**config.mk**
```make
export PLATFORM = sky130hd
export DESIGN_NAME = nrz_bit_sampler
export DESIGN_NICKNAME = d
export VERILOG_FILES = /design/src/rtl/nrz_sampler_pkg.sv /design/src/rtl/nrz_start_detect.sv /design/src/rtl/nrz_phase_timer.sv /design/src/rtl/nrz_bit_decide.sv /design/src/rtl/nrz_bit_sampler.sv
export SDC_FILE = /design/constraint.sdc
export NUM_CORES = 1
export LEC_CHECK = 0
export BUFFER_PORTS_ARGS = -buffer_cell sky130_fd_sc_hd__buf_4
export CAP_MARGIN = 40
export CELL_PAD_IN_SITES_DETAIL_PLACEMENT = 1
export CELL_PAD_IN_SITES_GLOBAL_PLACEMENT = 2
export CORE_ASPECT_RATIO = 0.9
export CORE_MARGIN = 2
export CORE_UTILIZATION = 32
export CTS_CLUSTER_DIAMETER = 40
export CTS_CLUSTER_SIZE = 14
export DETAILED_ROUTE_END_ITERATION = 10
export HOLD_SLACK_MARGIN = 0.03
export PLACE_DENSITY = 0.76
export SYNTH_ARGS = -nofsm -noshare
export SYNTH_HDL_FRONTEND = slang
export SYNTH_HIERARCHICAL = 1
export SYNTH_SLANG_ARGS = --single-unit
```
**constraint.sdc**
```tcl
create_clock -name clk -period 2 [get_ports clk]
set_input_delay 0 -clock clk [delete_from_list [all_inputs] [get_ports clk]]
set_output_delay 0 -clock clk [all_outputs]
set_load 0.02 [all_outputs]
```
**src/rtl/nrz_sampler_pkg.sv**
```systemverilog
package nrz_sampler_pkg;

  typedef enum logic [1:0] {
    ST_IDLE = 2'd0,
    ST_LOW  = 2'd1,
    ST_RECV = 2'd2
  } line_state_t;

  // majority of five line samples
  function automatic logic maj5(input logic [4:0] v);
    return ($countones(v) >= 3);
  endfunction

endpackage

```
**src/rtl/nrz_start_detect.sv**
```systemverilog
module nrz_start_detect
  import nrz_sampler_pkg::*;
#(
  parameter int LOW_W = 8
) (
  input  logic             clk,
  input  logic             rst,
  input  logic             smp_en,
  input  logic             rx,
  input  logic             abort,
  output logic             receiving,
  output logic             anchor,
  output logic             fall,
  output logic             sot,
  output logic [LOW_W-1:0] low_len
);

  localparam logic [LOW_W-1:0] LOW_MAX = {LOW_W{1'b1}};

  line_state_t      state;
  logic             prev_rx;
  logic [LOW_W-1:0] low_cnt;

  assign receiving = (state == ST_RECV);
  assign anchor    = smp_en && !abort && (state == ST_LOW) && rx;
  assign fall      = smp_en && !abort && (state == ST_RECV) && prev_rx && !rx;

  always_ff @(posedge clk) begin
    if (rst) begin
      state   <= ST_IDLE;
      prev_rx <= 1'b1;
      low_cnt <= '0;
      sot     <= 1'b0;
      low_len <= '0;
    end else begin
      sot <= 1'b0;
      if (smp_en) prev_rx <= rx;
      if (abort) begin
        state <= ST_IDLE;
      end else if (smp_en) begin
        unique case (state)
          ST_IDLE: begin
            if (!rx) begin
              state   <= ST_LOW;
              low_cnt <= LOW_W'(1);
            end
          end
          ST_LOW: begin
            if (rx) begin
              state   <= ST_RECV;
              sot     <= 1'b1;
              low_len <= low_cnt;
            end else if (low_cnt != LOW_MAX) begin
              low_cnt <= low_cnt + LOW_W'(1);
            end
          end
          default: ;
        endcase
      end
    end
  end

  a_r3_sot_single: assert property (@(posedge clk) disable iff (rst)
    sot |=> !sot);

  a_r3_len_with_sot: assert property (@(posedge clk) disable iff (rst)
    !$stable(low_len) |-> sot);

  a_r9_abort_idle: assert property (@(posedge clk) disable iff (rst)
    abort |=> (!receiving && !sot));

endmodule

```
**src/rtl/nrz_phase_timer.sv**
```systemverilog
module nrz_phase_timer #(
  parameter int SPB = 8
) (
  input  logic clk,
  input  logic rst,
  input  logic smp_en,
  input  logic live,
  input  logic anchor,
  input  logic fall,
  output logic dec_pt
);

  localparam int CNT_W = (SPB > 2) ? $clog2(SPB) : 1;
  localparam int HALF  = SPB / 2;
  localparam logic [CNT_W-1:0] LAST   = CNT_W'(SPB - 1);
  localparam logic [CNT_W-1:0] MID    = CNT_W'(HALF);
  localparam logic [CNT_W-1:0] AFTER0 = CNT_W'(1);

  // offset of the current sample from the latest anchor, modulo SPB
  logic [CNT_W-1:0] phase;

  assign dec_pt = smp_en && live && !fall && (phase == MID);

  always_ff @(posedge clk) begin
    if (rst) begin
      phase <= '0;
    end else if (anchor || fall) begin
      phase <= AFTER0;
    end else if (smp_en && live) begin
      phase <= (phase == LAST) ? '0 : phase + CNT_W'(1);
    end
  end

  a_r5_phase_range: assert property (@(posedge clk) disable iff (rst)
    phase <= LAST);

  a_r6_point_spacing: assert property (@(posedge clk) disable iff (rst)
    dec_pt |=> !dec_pt);

endmodule

```
**src/rtl/nrz_bit_decide.sv**
```systemverilog
module nrz_bit_decide
  import nrz_sampler_pkg::*;
(
  input  logic clk,
  input  logic rst,
  input  logic smp_en,
  input  logic rx,
  input  logic live,
  input  logic dec_pt,
  input  logic vote_en,
  output logic bit_val,
  output logic bit_vld
);

  logic [3:0] hist;     // hist[0] = previous sample
  logic [1:0] pend;     // delay line for vote decisions

  always_ff @(posedge clk) begin
    if (rst) begin
      hist    <= '0;
      pend    <= '0;
      bit_val <= 1'b0;
      bit_vld <= 1'b0;
    end else begin
      bit_vld <= 1'b0;
      if (smp_en) hist <= {hist[2:0], rx};
      if (!live) begin
        pend <= '0;
      end else if (smp_en) begin
        pend <= {pend[0], dec_pt && vote_en};
        if (dec_pt && !vote_en) begin
          bit_val <= rx;
          bit_vld <= 1'b1;
        end else if (pend[1]) begin
          bit_val <= maj5({hist, rx});
          bit_vld <= 1'b1;
        end
      end
    end
  end

  a_r9_strobe_when_live: assert property (@(posedge clk) disable iff (rst)
    bit_vld |-> $past(live && smp_en));

  a_r5_strobe_pulse: assert property (@(posedge clk) disable iff (rst)
    bit_vld |=> !bit_vld);

endmodule

```
**src/rtl/nrz_bit_sampler.sv**
```systemverilog
module nrz_bit_sampler #(
  parameter int SPB   = 8,
  parameter int LOW_W = 8
) (
  input  logic             clk,
  input  logic             rst,
  input  logic             smp_en,
  input  logic             rx,
  input  logic             abort,
  input  logic             vote_en,
  output logic             bit_val,
  output logic             bit_vld,
  output logic             sot,
  output logic [LOW_W-1:0] low_len
);

  logic receiving, anchor, fall, dec_pt, live;

  assign live = receiving && !abort;

  nrz_start_detect #(.LOW_W(LOW_W)) u_start (
    .clk       (clk),
    .rst       (rst),
    .smp_en    (smp_en),
    .rx        (rx),
    .abort     (abort),
    .receiving (receiving),
    .anchor    (anchor),
    .fall      (fall),
    .sot       (sot),
    .low_len   (low_len)
  );

  nrz_phase_timer #(.SPB(SPB)) u_timer (
    .clk    (clk),
    .rst    (rst),
    .smp_en (smp_en),
    .live   (live),
    .anchor (anchor),
    .fall   (fall),
    .dec_pt (dec_pt)
  );

  nrz_bit_decide u_decide (
    .clk     (clk),
    .rst     (rst),
    .smp_en  (smp_en),
    .rx      (rx),
    .live    (live),
    .dec_pt  (dec_pt),
    .vote_en (vote_en),
    .bit_val (bit_val),
    .bit_vld (bit_vld)
  );

  a_r2_no_strobe_idle: assert property (@(posedge clk) disable iff (rst)
    (bit_vld || sot) |-> $past(smp_en));

endmodule

```
==> metrics.yaml, run 1 <==
outcome:
  status: "completed"
clocking:
  cts_tree: "yes"
  numCtsBuffers: 5
  cts_buffer_depth: 2
  clk_latency_ns: 0.28
  root_buffer: "clkbuf_8"
  cts.sinks: 31
  cts.clk_slew.worst_paths_ns: 0.06
  cts_max_level: 2
route:
  dr_total_vias: 1251
  drt_iter0_markers: 45
  routed_wl_um: 3662
  route.detailed.drc: 0
  viasPerCell: 5.024
  dr.pass1.iters: 4
  final_antenna_net_count: 0
  wl_per_cell_um: 14.71
finish:
  stdcell_count: 249
  drive_gt1_frac: 0.2620
  final-seq-area_um2: 623.1
  final_net_count: 200
  syn_to_final_growth_pct: 22.58
  final_area_mm2: 0.001854
  diodes: 0
  multiInputGateArea_um2: 842.1
  fill_cells: 537
place:
  dp.cells: 239
  placed_area_mm2: 0.001712
  port_buffers: 16
  gp_congestion: 0.7121
  dp_hpwl_um: 2642
critical_path:
  worst-path-buf-inv: 2
  max_stage_delay_ns: 0.51
  critPathMostFrequentCell: "inv_2"
  worstPathArrival_ns: 2.13
  required_ns: 2.16
  path_cells: "fa_1 -> inv_2 -> fa_2 -> inv_2 -> ha_4 -> nor2b_4 -> o31ai_2 -> o2bb2ai_1"
  cp_top_family: "adder cells"
  worst_setup_path_start_kind: "flip-flop"
  worstSetupPathType: "flip-flop to flip-flop"
  crit_fanout: 2
  crit_path_end_kind: "flip-flop"
  cpMaxStageDelayCell: "fa_1"
timing:
  hold_viol: 0
  period_share: 0.9874
  tightestPinTransition_ns: 0.6744
  fin_hold_ws_ns: 0.04653
  setup_viol: 0
  slew_viol_final: 0
  rsz0062_at_grt: "true"
  clock.fmax_ghz: 0.5064
  setup_tns_ns: 0
  slew_headroom: 0.5466
  finalCriticalPeriod_ns: 1.975
  finClkSkew_ns: 0.004589
pwr:
  power_mw: 1.200
  ir_worst_vdd_v: 0.0002956
  p_leak_nw: 0.7048
  pwr_density_cell_mw_per_mm2: 647.4
floorplanning:
  die_area_mm2: 0.005294
  die_h_um: 69.23
  fp.dieW_um: 76.48
  start_util: 0.3370
  fp.coreArea_mm2: 0.004489
  io_pins: 17
  rows: 23
logic_synthesis:
  async_flop_share: 0
  synth_area_mm2: 0.001513
  synth.top_cell.area_share: 0.4103
  yosysSeqAreaShare: 0.4103
  synth_cells: 162
  synth_cell_types: 42
  ys_top_cells_by_area: "dfxtp_1 41%, mux2i_1 8.6%, nor2_1 4.5%, ha_1 4.1%, a21oi_1 4.0%"
  synth_seq_cells: 31
  yosysTopAreaCell: "dfxtp_1"
  syn-mean-instance-area_um2: 9.338
  synthFlopType: "dfxtp_1"
  syn_nets: 175
  synth_edf_count: 0
  yosysWarnings: 6
flow_run:
  cap_violations: 0
global_route:
  grt_max_degree: 29
  grt_pass1_wl_um: 6134
  grt.overflow.total: 0
  antenna_found_initial: 0
  grt_use_total: 0.1452
  grt_pass1_vias: 1252
min_path:
  min_path_type: "primary input to flip-flop"
-- metrics by stage --
| step | utilization | setup WS, ns |
|---|---|---|
| global route | 0.4130 | -0.08156 |
| detailed placement | 0.3813 | -0.06804 |
| CTS | 0.4055 | -0.08437 |
| floorplan | - | 0.06196 |
| global placement | 0.3813 | 0.02264 |
| finish | 0.4130 | 0.02523 |
-- power breakdown --
group,internal (mW),total [mW],switching [mW]
registers,0.624,0.628,0.00463
clock network,0.269,0.489,0.219
logic,0.0326,0.0833,0.0508
total,0.926,1.20,0.275
-- registers in the layout, indices dropped and copies added, names as in the netlist, 2 cells and up --
name / cells
u_start/low_cnt: 8
u_start/state: 2
u_timer/phase: 3
u_decide/pend: 2
u_decide/hist: 4
u_start/low_len: 8
-- path summary, 6_finish.rpt --
| kind | start | endpoint | slack (ns) | cells past startpoint |
|---|---|---|---|---|
| setup / recovery | u_decide/hist[2]$_SDFFE_PP0P_ | u_decide/bit_val$_SDFFE_PP0P_ | 0.03 | 8 |
| hold / removal | vote_en | u_decide/pend[0]$_SDFFE_PP0P_ | 0.05 | 3 |
| setup reg to reg | u_decide/hist[2]$_SDFFE_PP0P_ | u_decide/bit_val$_SDFFE_PP0P_ | 0.03 | 8 |
| hold reg to reg | u_decide/pend[0]$_SDFFE_PP0P_ | u_decide/pend[0]$_SDFFE_PP0P_ | 0.48 | 2 |
-- cell usage after synthesis, types with 2 or more instances --
master / number
a21oi_1: 12
a21bo_2: 3
a41o_1: 2
nor2b_1: 4
buf_2: 2
nor3_1: 7
dfxtp_1: 31
buf_4: 2
nand3_1: 5
nor2_1: 18
mux2i_1: 13
o211ai_1: 2
a31oi_1: 5
ha_1: 5
nand4_1: 4
nor4_1: 2
nand2_1: 5
clkbuf_1: 2
or3_1: 2
nand2b_1: 2
fa_1: 2
o21ai_0: 4
inv_1: 9
-- cell families (layout without fill, tap and decap cells) --
kind of cell,after synthesis,in the layout,share of synthesized area
simple gates,60,60,0.2274
mux,13,13,0.08602
flops,31,31,0.4103
compound gates,35,35,0.1572
fa+ha+maj,7,7,0.06783
buf+inv,16,41,0.05128
-- repair_timing --
item                                   CTS  global route
endpoints found under the hold margin    3             0
setup endpoints to repair                1             1
gates resized for setup                  2             7
buffers inserted                         1             1
pin swaps                                2             4
hold buffers                             1             0
-- per-layer routing --
metal	GRT usage	wire length (um)	up-vias
met5	0	0	-
met4	0.05455	57	0
met3	0.04036	119	6
met2	0.2242	1649	13
met1	0.1937	1836	601
li1	-	-	631
-- worst min-delay path, delay by kind of cell --
family / cells / cell delay, ns
buffers and inverters: 1 / 0.12
AND/OR/NAND/NOR: 1 / 0.08
AO/OA/AOI/OAI: 1 / 0.07
-- placed cells by master, fill, tap and decap left out, types with 3 or more instances in the layout --
cell type / n
ha_1: 4
nor3_1: 7
clkbuf_8: 6
mux2i_1: 13
o21ai_0: 4
dfxtp_1: 29
nor2_1: 18
nand3_1: 5
buf_4: 24
a21oi_1: 12
a21bo_2: 3
a31oi_1: 5
nand2_1: 5
nand4_1: 4
nor2b_1: 3
inv_1: 7
-- area by class of cell --
| cell class | count | area share |
|---|---|---|
| multi-input combinational | 115 | 0.4541 |
| sequential | 31 | 0.3360 |
| timing repair buffer | 25 | 0.1026 |
| clock buffer | 6 | 0.04453 |
| tap | 62 | 0.04184 |
| inverter | 9 | 0.01822 |
| clock inverter | 1 | 0.002699 |
Power figures use the tool's default switching activity.
==> run 2: changes to the inputs <==
--- a/config.mk
+++ b/config.mk
@@ -16,8 +16,7 @@
 export CTS_CLUSTER_SIZE = 14
 export DETAILED_ROUTE_END_ITERATION = 10
 export HOLD_SLACK_MARGIN = 0.03
-export PLACE_DENSITY = 0.76
+export PLACE_DENSITY = 0.75
 export SYNTH_ARGS = -nofsm -noshare
 export SYNTH_HDL_FRONTEND = slang
-export SYNTH_HIERARCHICAL = 1
 export SYNTH_SLANG_ARGS = --single-unit
==> metrics.yaml, run 2 <==
global_route:
  grt_pass1_vias: 1313  # +4.9%
  grt_use_total: 0.1427  # -0.002493
  grt.overflow.total: 0  # unchanged
  antenna_found_initial: 0  # unchanged
  grt_max_degree: 32  # +10%
  grt_pass1_wl_um: 6168  # +0.55%
clocking:
  cts.clk_slew.worst_paths_ns: 0.06  # about the same
  cts_tree: "yes"
  root_buffer: "clkbuf_8"
  numCtsBuffers: 5  # unchanged
  cts_buffer_depth: 2  # unchanged
  post_cts_buffers: 0  # -1
  cts.sinks: 31  # unchanged
  clk_latency_ns: 0.28  # about the same
  cts_max_level: 2  # unchanged
logic_synthesis:
  synth.top_cell.area_share: 0.4062  # -0.004032
  yosysMostFrequentCell: "dfxtp_1"
  synth_seq_cells: 31  # unchanged
  ys_top_cells_by_area: "dfxtp_1 41%, mux2i_1 8.5%, ha_1 4.9%, nor2_1 3.4%, inv_1 2.9%"
  async_flop_share: 0  # unchanged
  yosysSeqAreaShare: 0.4062  # -0.004032
  yosysTopAreaCell: "dfxtp_1"
  yosysWarnings: 0  # -6
  synth_edf_count: 0  # unchanged
  syn_nets: 176  # +0.57%
  synth_cells: 162  # unchanged
  synthFlopType: "dfxtp_1"
  synthTopCellsByCount: "31 x dfxtp_1, 14 x nor2_1, 13 x mux2i_1"
  synth_cell_types: 44  # +4.8%
  synth_area_mm2: 0.001528  # +0.99%
  syn-mean-instance-area_um2: 9.430  # +0.99%
finish:
  reg.largest.list: "u_start.low_cnt: 8 flops, u_start.low_len: 8 flops, u_decide.hist: 4 flops"
  diodes: 0  # unchanged
  syn_to_final_growth_pct: 25.47
  final_net_count: 201  # +0.50%
  layout_common_cells: "28 x dfxtp_1, 23 x buf_4, 14 x nor2_1"
  layout_commonest_cell: "dfxtp_1"
  drive_gt1_frac: 0.2660  # +0.003925
  fin_util: 0.4243  # +0.01122
critical_path:
  worst_setup_path_start_kind: "flip-flop"
  crit_fanout: 2  # unchanged
  worstPathArrival_ns: 2.21  # +0.08 ns
  rr_worst_depth: 7  # -1
  crit_path_end_kind: "flip-flop"
  required_ns: 2.18  # +0.02 ns
  worstSetupPathType: "flip-flop to flip-flop"
timing:
  rsz0062_at_grt: "true"
  slew_headroom: 0.6540  # +0.1074
  setup_viol: 1  # +1
  hold_viol: 0  # unchanged
  tightestPinTransition_ns: 0.5147  # -0.1598 ns
  clock.fmax_ghz: 0.4932  # -2.6%
  period_share: 1.014  # +0.02641
  slew_viol_final: 0  # unchanged
  final.setup.worst_slack_ns: -0.02758  # -0.05281 ns
  finalCriticalPeriod_ns: 2.028  # +0.05281 ns
  finClkSkew_ns: 0.005591  # +0.001002 ns
route:
  routed_wl_um: 3540  # -3.3%
  route.detailed.drc: 0  # unchanged
  drt_iter0_markers: 38  # -16%
  dr.pass1.iters: 4  # unchanged
  final_antenna_net_count: 0  # unchanged
  wl_per_cell_um: 14.16  # -3.7%
  dr_total_vias: 1258  # +0.56%
  viasPerCell: 5.032  # +0.16%
floorplanning:
  die_h_um: 69.55  # +0.47%
  fp.coreArea_mm2: 0.004518  # +0.64%
  io_pins: 17  # unchanged
  die_area_mm2: 0.005344  # +0.94%
  start_util: 0.3381  # +0.001177
  fp.dieW_um: 76.83  # +0.46%
  rows: 23  # unchanged
min_path:
  hold_depth: 3  # unchanged
  min_path_type: "primary input to flip-flop"
place:
  dp_hpwl_um: 2616  # -0.96%
  port_buffers: 16  # unchanged
  gp_congestion: 0.7455  # +4.7%
pwr:
  pwr_density_cell_mw_per_mm2: 697.0  # +7.7%
  ir_worst_vdd_v: 0.0003814  # +29%
  power_mw: 1.336  # +11%
  p_leak_nw: 0.6970  # -1.1%
outcome:
  status: "finished with violations"
  violations: "setup timing"
flow_run:
  cap_violations: 0  # unchanged
run 2: worst paths after layout:
kind / from / end / slack [ns]
max: u_decide.hist[0]$_SDFFE_PP0P_ / u_decide.bit_val$_SDFFE_PP0P_ / -0.03
max reg2reg: u_decide.hist[0]$_SDFFE_PP0P_ / u_decide.bit_val$_SDFFE_PP0P_ / -0.03
min reg2reg: u_decide.pend[0]$_SDFFE_PP0P_ / u_decide.pend[0]$_SDFFE_PP0P_ / 0.47
min: smp_en / u_decide.hist[3]$_SDFFE_PP0P_ / 0.08
run 2: report_power, final:
part | internal [mW] | leakage, nW | switching, mW
clock network | 0.403 | 0.0612 | 0.228
registers | 0.623 | 0.252 | 0.00612
logic | 0.0310 | 0.384 | 0.0452
total | 1.06 | 0.697 | 0.279
run 2: per-layer routing:
| layer | share of wire | global-route usage |
|---|---|---|
| met5 | 0 | 0 |
| met2 | 0.45 | 0.2203 |
| met4 | 0.0079 | 0.04848 |
| met3 | 0.037 | 0.03776 |
| met1 | 0.51 | 0.1926 |
run 2: layout make-up:
cell class                 count  area (um2)
timing repair buffer          25       192.7
inverter                      14       52.55
fill                         518        2601
sequential                    31       624.3
clock inverter                 2       35.03
clock buffer                   6       82.58
tap                           62       77.57
multi-input combinational    110       852.1
run 2: critical path: stages (launching register included):
cell      delay, ns
dfxtp_2        0.33
ha_4           0.26
inv_2          0.03
fa_2           0.36
fa_1           0.44
o211ai_1       0.18
mux2i_1        0.09
a221oi_1       0.24
run 2: through the flow:
step	hold WS, ns	area [um2]	worst slack [ns]	setup TNS [ns]	std cells
floorplan	0.07847	1530	0.04354	0	162
global placement	0.2468	1750	0.02087	0	240
detailed placement	0.2568	1750	-0.07719	-0.07719	240
CTS	0.06590	1888	-0.08638	-0.08638	250
global route	0.08868	1917	-0.1774	-0.1774	250
finish	0.08329	1917	-0.02758	-0.02758	250
run 2: kinds of logic after synthesis:
logic type / after synthesis / share of synthesized area
simple gates: 53 / 0.1990
compound gates: 36 / 0.1769
flops: 31 / 0.4062
buf+inv: 21 / 0.05732
mux: 13 / 0.08517
fa+ha+maj: 8 / 0.07535
run 2: timing repair:
| action | in CTS | in global routing |
|---|---|---|
| setup endpoints to repair | 1 | 1 |
| hold endpoints to repair | 4 | 0 |
| pin swaps | 2 | 1 |
| resized for setup | 0 | 6 |
| hold buffers | 2 | 0 |
